$ cat config.mk
export PLATFORM = sky130hd
export DESIGN_NAME = irq_ctrl_top
export DESIGN_NICKNAME = d
export VERILOG_FILES = /design/src/rtl/irq_ctrl_pkg.sv /design/src/rtl/irq_pick.sv /design/src/rtl/irq_cfg_port.sv /design/src/rtl/irq_ctrl_top.sv
export SDC_FILE = /design/constraint.sdc
export NUM_CORES = 1
export LEC_CHECK = 0
export BUFFER_PORTS_ARGS = -buffer_cell sky130_fd_sc_hd__buf_4
export CORE_MARGIN = 4
export CORE_UTILIZATION = 30
export DETAILED_ROUTE_END_ITERATION = 16
export HOLD_SLACK_MARGIN = 0.05
export SLEW_MARGIN = 20
export SYNTH_ARGS = -nofsm -noshare
export SYNTH_HDL_FRONTEND = slang
export SYNTH_SLANG_ARGS = --single-unit
$ cat constraint.sdc
create_clock -name clk_i -period 1.55 [get_ports clk_i]
set_input_delay 0.3875 -clock clk_i [delete_from_list [all_inputs] [get_ports clk_i]]
set_output_delay 0.3875 -clock clk_i [all_outputs]
set_load 0.005 [all_outputs]
$ cat src/rtl/irq_ctrl_pkg.sv
package irq_ctrl_pkg;
  localparam int unsigned IRQ_N   = 8;
  localparam int unsigned VEC_W   = 8;
  localparam logic [7:0]  EOI_CMD = 8'h20;
  localparam logic [7:0]  BASE_RST = 8'h08;

  typedef enum logic {
    ADDR_CMD  = 1'b0,
    ADDR_MASK = 1'b1
  } reg_addr_e;
endpackage

$ cat src/rtl/irq_pick.sv
module irq_pick #(
  parameter int unsigned N  = 8,
  parameter int unsigned IW = 3
) (
  input  logic [N-1:0]  req_i,
  output logic [N-1:0]  gnt_o,
  output logic [IW-1:0] idx_o,
  output logic          any_o
);
  // scan downward so the lowest index wins
  always_comb begin
    gnt_o = '0;
    idx_o = '0;
    for (int i = N - 1; i >= 0; i--) begin
      if (req_i[i]) begin
        gnt_o    = '0;
        gnt_o[i] = 1'b1;
        idx_o    = IW'(i);
      end
    end
  end

  assign any_o = |req_i;
endmodule

$ cat src/rtl/irq_cfg_port.sv
module irq_cfg_port
  import irq_ctrl_pkg::*;
#(
  parameter int unsigned N  = 8,
  parameter int unsigned VW = 8,
  parameter int unsigned IW = 3
) (
  input  logic          clk_i,
  input  logic          rst_ni,
  input  logic          we_i,
  input  logic          addr_i,
  input  logic [VW-1:0] wdata_i,
  input  logic          cfg_we_i,
  input  logic [N-1:0]  isr_i,
  output logic [N-1:0]  mask_o,
  output logic [VW-1:0] base_o,
  output logic          eoi_o,
  output logic [VW-1:0] rdata_o
);
  logic [N-1:0]  mask_q;
  logic [VW-1:0] base_q;

  assign eoi_o = we_i && (addr_i == ADDR_CMD) && (wdata_i == VW'(EOI_CMD));

  always_ff @(posedge clk_i or negedge rst_ni) begin
    if (!rst_ni) begin
      mask_q <= '0;
      base_q <= VW'(BASE_RST);
    end else begin
      if (we_i && addr_i == ADDR_MASK) mask_q <= wdata_i[N-1:0];
      if (cfg_we_i) base_q <= {wdata_i[VW-1:IW], {IW{1'b0}}};
    end
  end

  assign mask_o  = mask_q;
  assign base_o  = base_q;
  assign rdata_o = (addr_i == ADDR_MASK) ? VW'(mask_q) : VW'(isr_i);
endmodule

$ cat src/rtl/irq_ctrl_top.sv
module irq_ctrl_top
  import irq_ctrl_pkg::*;
#(
  parameter int unsigned N  = IRQ_N,
  parameter int unsigned VW = VEC_W
) (
  input  logic          clk_i,
  input  logic          rst_ni,
  input  logic [N-1:0]  irq_i,
  input  logic          inta_i,
  input  logic          we_i,
  input  logic          addr_i,
  input  logic [VW-1:0] wdata_i,
  input  logic          cfg_we_i,
  output logic [VW-1:0] rdata_o,
  output logic          int_o,
  output logic [VW-1:0] vec_o,
  output logic          vec_oe_o
);
  localparam int unsigned IW = (N > 1) ? $clog2(N) : 1;

  logic [N-1:0]  irr_q, isr_q, mask, pending, gnt;
  logic [IW-1:0] idx;
  logic [VW-1:0] base, vec_q;
  logic          any, in_svc, ack, eoi, vec_oe_q;

  irq_cfg_port #(.N(N), .VW(VW), .IW(IW)) u_port (
    .clk_i   (clk_i),
    .rst_ni  (rst_ni),
    .we_i    (we_i),
    .addr_i  (addr_i),
    .wdata_i (wdata_i),
    .cfg_we_i(cfg_we_i),
    .isr_i   (isr_q),
    .mask_o  (mask),
    .base_o  (base),
    .eoi_o   (eoi),
    .rdata_o (rdata_o)
  );

  assign pending = irr_q & ~mask;

  irq_pick #(.N(N), .IW(IW)) u_pick (
    .req_i(pending),
    .gnt_o(gnt),
    .idx_o(idx),
    .any_o(any)
  );

  assign in_svc = |isr_q;
  assign int_o  = !in_svc && any;
  assign ack    = inta_i && int_o;

  always_ff @(posedge clk_i or negedge rst_ni) begin
    if (!rst_ni) begin
      irr_q    <= '0;
      isr_q    <= '0;
      vec_q    <= '0;
      vec_oe_q <= 1'b0;
    end else begin
      irr_q    <= (irr_q | irq_i) & ~(ack ? gnt : '0);
      vec_oe_q <= ack;
      if (ack) begin
        isr_q <= gnt;
        vec_q <= base + VW'(idx);
      end else if (eoi) begin
        isr_q <= '0;
      end
    end
  end

  assign vec_o    = vec_q;
  assign vec_oe_o = vec_oe_q;

  // grant never skips a lower-index pending line
  assert_prio_R2: assert property (@(posedge clk_i) disable iff (!rst_ni)
    any |-> (((pending & (gnt - 1'b1)) == '0) && $onehot(gnt)));

  assert_ack_vec_R4: assert property (@(posedge clk_i) disable iff (!rst_ni)
    (inta_i && int_o) |=> (vec_oe_o && isr_q[vec_o[IW-1:0]] && !int_o &&
                           vec_o[VW-1:IW] == $past(base[VW-1:IW])));

  assert_isr_onehot_R6: assert property (@(posedge clk_i) disable iff (!rst_ni)
    $onehot0(isr_q));

  assert_hold_isr_R6: assert property (@(posedge clk_i) disable iff (!rst_ni)
    (in_svc && !eoi) |=> $stable(isr_q));

  assert_eoi_clear_R7: assert property (@(posedge clk_i) disable iff (!rst_ni)
    (eoi && !ack) |=> (isr_q == '0));

  assert_spurious_R10: assert property (@(posedge clk_i) disable iff (!rst_ni)
    (inta_i && !int_o) |=> (!vec_oe_o && $stable(isr_q)));
endmodule

* Word level (Yosys, flattened, before mapping)
Index checks and enable logic that the tools add are counted.
Widths: inputs -> output; s select.
** Operators by class
- Add/sub/neg operators :: 1
- $mul :: 0
- Divide/modulo/power cells :: 0
- Order comparisons :: 0
- Equal/unequal tests :: 1
- Shift-type cells :: 0
- Mux-type cells :: 20
- Bitwise gates (word level) :: 6
- Reduce and logical (&&, ||, !) cells :: 9
** Operators by type and width (count)
- $mux 8 :: 12
- $mux 3 :: 8
- $and 8x8->8 :: 2
- $not 8->8 :: 2
- $reduce_or 8->1 :: 2
- $add 8x3->8 :: 1
- $eq 8x6->1 const B :: 1
- $or 8x8->8 :: 1
- $logic_and 1x1->1 :: 5
- $reduce_bool 2->1 :: 1
- $logic_not 1->1 :: 1
- $not 1->1 :: 1
** Word-level totals
- Register bits after elaboration :: 38
- Latch bits :: 0
- RAM bits :: 0
- ROM bits :: 0
- Input bits :: 22
- Output and inout bits :: 18
- Logic and storage cells :: 43
- Memories kept :: 0

* Depth between registers and ports, before layout
- Word-level depth :: 13
- Depth in mapped cells :: 5
- Gate-level depth less buffers :: 4

* By module
A second synthesis with hierarchy kept.
** Second synthesis, totals
- Cells, all modules :: 173
- Area total of the unflattened synthesis :: 1956.9 um2
** By module, submodules not included
- irq_ctrl_top :: instances 1, cells an instance 106, area each 1176.1 um2, seq. area each 625.6 um2
- irq_cfg_port :: instances 1, cells an instance 43, area each 636.9 um2, seq. area each 326.6 um2
- irq_pick :: instances 1, cells an instance 24, area each 143.9 um2, seq. area each 0.0 um2

* Worst setup path after synthesis
No wires, ideal clock.
- Kind :: reg2reg
- Start :: register isr_q[2]
- End :: register vec_q[0] (netlist: vec_o[0])
- Setup time :: 125 ps
- Arrival time :: 1497 ps
- Slack :: -72 ps
- Cell stages (with the launch flop) :: 5
- Cell sequence :: dfrtp_1 > nor4_4 > nand3_4 > a21oi_4 > mux2_4
** On the way
- Cells in the longest elaborated chain, start to end :: 4
** RTL lines
- start: declaration :: RTL line irq_ctrl_top.sv:22 : logic [N-1:0] irr_q, isr_q, mask, pending, gnt;
- start signal: assignment :: RTL line irq_ctrl_top.sv:64 : isr_q <= gnt;
- $reduce_or 8->1 :: RTL line irq_ctrl_top.sv:50 : assign in_svc = |isr_q;
- $logic_not 1->1 :: RTL line irq_ctrl_top.sv:51 : assign int_o = !in_svc && any;
- $logic_and 1x1->1 :: RTL line irq_ctrl_top.sv:51
- $logic_and 1x1->1 :: RTL line irq_ctrl_top.sv:52 : assign ack = inta_i && int_o;
- via ack :: RTL line irq_ctrl_top.sv:25 : logic any, in_svc, ack, eoi, vec_oe_q;
- end signal: assignment :: RTL line irq_ctrl_top.sv:65 : vec_q <= base + VW'(idx);
- end: declaration :: RTL line irq_ctrl_top.sv:24 : logic [VW-1:0] base, vec_q;
The timed path passes the listed nets, and every way through them passes these cells.
A chain may end at the register's enable or synchronous reset.

* Final worst setup path
- Start :: register isr_q[7]
- End :: output int_o
** On the way
- Cells in the longest elaborated chain, start to end :: 3
** RTL lines
- $reduce_or 8->1 :: RTL line irq_ctrl_top.sv:50
- $logic_not 1->1 :: RTL line irq_ctrl_top.sv:51
- $logic_and 1x1->1 :: RTL line irq_ctrl_top.sv:51
- end: declaration :: RTL line irq_ctrl_top.sv:16 : output logic int_o,
No other way between the ends.

==> qor.csv <==
stage,metric,value,unit
floorplanning,io_pins,40,
routing,drc,0,
routing,wl_per_cell,16.2,um
cts,clk_pin_slew_worst_paths,80,ps
floorplanning,die_area,7130,sq um
synth,synth_cells,135,
outcome,violations,setup timing,
setup_path,cp.required,1160,ps
pwr,irDropWorstVdd,0.586,mV
sta,min_period_over_period,115,%
finish,final_core_util,51.9,%
global_route,grt_pass1_vias,1624,
setup_path,reg2reg_depth,6,
cts,cts_num_sinks,38,
routing,postRouteAntennaNets,0,
global_route,grt_max_degree,39,
synth,synth_edf_count,0,
floorplanning,core-area,5570,sq um
synth,synth-seq-cells,38,
routing,vias_per_cell,4.74,
pwr,p_leak,0.00133,uW
finish,final_cells,304,
floorplanning,row_count,27,
synth,synth_top_cell_area_share,52.8,%
placed_design,place.detailed.hpwl,3450,um
placed_design,gp_congestion,0.806,
floorplanning,start_util,31.5,%
sta,rsz0062_at_grt,true,
finish,nets,253,
global_route,grt_overflow,0,
sta,maxSlewViolCount,0,
placed_design,portBuffers,39,
cts,cts_max_level,2,
synth,synth_area,1750,sq um
cts,cts_buffer_depth,2,
routing,drt_iter0_drc,71,
sta,holdWs,48.6,ps
synth,synthTopCellsByCount,"dfrtp_1, mux2_2, nor2_1",
synth,synth_flop_cell,dfrtp_1,
synth,async_reset_ff_share,100,%
sta,max_slew_margin,66.8,%
pwr,power.density,1260,nW/um^2
synth,yosysMostFrequentCell,dfrtp_1,
job,maxCapViolCount,0,
floorplanning,die_h,84.5,um
outcome,status,finished with violations,
setup_path,crit_fanout,2,
synth,synth_area_per_cell,13.0,sq um
setup_path,cp.arrival,1400,ps
synth,ys_seq_area_share,54.3,%
setup_path,endpoint_kind,output port,
sta,hold_violations,0,
synth,yosysTopAreaCell,dfrtp_1,
cts,postCtsHoldBufs,0,
cts,cts_tree,yes,
sta,tightest_slew,498,ps
synth,yosys_warnings,0,
finish,nFillCells,497,
routing,wirelength,4930,um
min_path,hold_path_class,in -> async,
setup_path,cp-start-kind,flop,
cts,ctsRootBufferMaster,clkbuf_8,
placed_design,dp.cells,281,
global_route,grt_pass1_wl,8170,um
sta,setup_viol,32,
routing,vias,1441,
sta,max_freq,0.559,GHz
cts,clk_latency,300,ps
sta,fin_skew,1.91,ps
finish,diodes,0,
finish,drive_gt1_share,65.5,%
finish,syn_to_final_growth,64.8,%
routing,drtPass1Iterations,4,
setup_path,worst-setup-path-type,reg -> out,
floorplanning,die_w,84.5,um
synth,yosysUniqueCellTypes,34,
global_route,grt.total_usage,14.5,%
sta,min_period,1790,ps
global_route,antenna_found_initial,0,
synth,syn_nets,157,
synth,ys_top_cells_by_area,"dfrtp_1, mux2_2, mux2_4",
cts,cts_buffers,5,
sta,setup_slack,-239,ps
-- worst paths after layout --
kind	from	end	slack, ps
setup / recovery	isr_q[7]$_DFFE_PN0P_	int_o	-240
hold / removal	rst_ni	u_port.mask_o[1]$_DFFE_PN0P_	50
setup reg to reg	isr_q[7]$_DFFE_PN0P_	vec_o[4]$_DFFE_PN0P_	-180
hold reg to reg	u_port.base_o[7]$_DFFE_PN0P_	vec_o[7]$_DFFE_PN0P_	520
max in group asynchronous	rst_ni	u_port.base_o[3]$_DFFE_PN1P_	1140
min in group clk_i	irq_i[2]	irr_q[2]$_DFF_PN0_	300
-- timing repair --
item,in CTS,in global routing
pin swaps,11,10
hold endpoints to repair,0,0
buffers inserted,9,10
gates resized for setup,31,38
endpoints found under the setup margin,23,33
-- where the power goes --
part	internal, uW	leakage [uW]	switching, uW
clock network	358	0.0000472	388
logic	960	0.000849	533
registers	1210	0.000436	195
total	2530	0.00133	1120
-- layout by cell type (no fill, tap or decap), drive strengths merged --
cell type  count
nor2b          6
o21ba          1
nand2b         8
dfrtp         37
a22o           1
nor3           4
a21oi          5
and2           1
o22a           2
a32o           2
nor4b          2
dfstp          1
o22ai          1
mux2          27
inv            1
nand2          6
buf           90
clkinvlp       1
nand3          2
a21o           3
nor2          12
o41a           1
and4           1
a41oi          1
o21ai          2
clkbuf         6
nor4           4
clkinv         1
a31oi          2
or3            1
-- worst max-delay path: stages (launching register included) --
cell	delay (ps)
dfrtp_1	430
nor4_4	330
nand2_1	100
a21oi_2	130
buf_4	120
-- sequential cells by signal, indices dropped and copies added, names as in the netlist --
| register | cells |
|---|---|
| u_port.base_o | 5 |
| isr_q | 8 |
| irr_q | 8 |
| u_port.mask_o | 8 |
| vec_oe_o | 1 |
| vec_o | 8 |
-- per-layer routing --
layer,vias up,share of wire (%),track usage [%]
li1,681,-,-
met1,719,45,18.9
met2,34,49,23.8
met3,7,4.0,3.43
met4,0,1.2,4.46
met5,-,0,0
-- metrics by stage --
| stage | setup TNS (ps) | setup WS, ps | cell area, sq um | power [uW] |
|---|---|---|---|---|
| 6_report | -3370 | -239 | 2890 | 3650 |
| 5_1_grt | -5430 | -306 | 2890 | 3850 |
| 4_1_cts | -2740 | -259 | 2710 | 3510 |
| 3_5_place_dp | -1010 | -137 | 2400 | 2550 |
| 3_3_place_gp | -550 | -81.0 | 2400 | 2530 |
| 2_1_floorplan | -423 | -70.6 | 1750 | 1900 |
-- cell families after synthesis --
family	after synthesis	share of synthesized area (%)
compound gates	21	9.34
mux	27	18.6
flops	38	54.3
simple gates	47	17.3
buf+inv	2	0.499
-- final cells by class --
| cell class | instances | area, sq um | area share, % |
|---|---|---|---|
| Multi-Input combinational cell | 95 | 956 | 33.1 |
| Sequential cell | 38 | 952 | 32.9 |
| Timing Repair Buffer | 90 | 793 | 27.4 |
| Tap cell | 72 | 90.1 | 3.12 |
| Clock buffer | 6 | 82.6 | 2.86 |
| Clock inverter | 2 | 12.5 | 0.433 |
| Inverter | 1 | 3.75 | 0.130 |
Note: power is estimated with default switching activity, not from simulation.
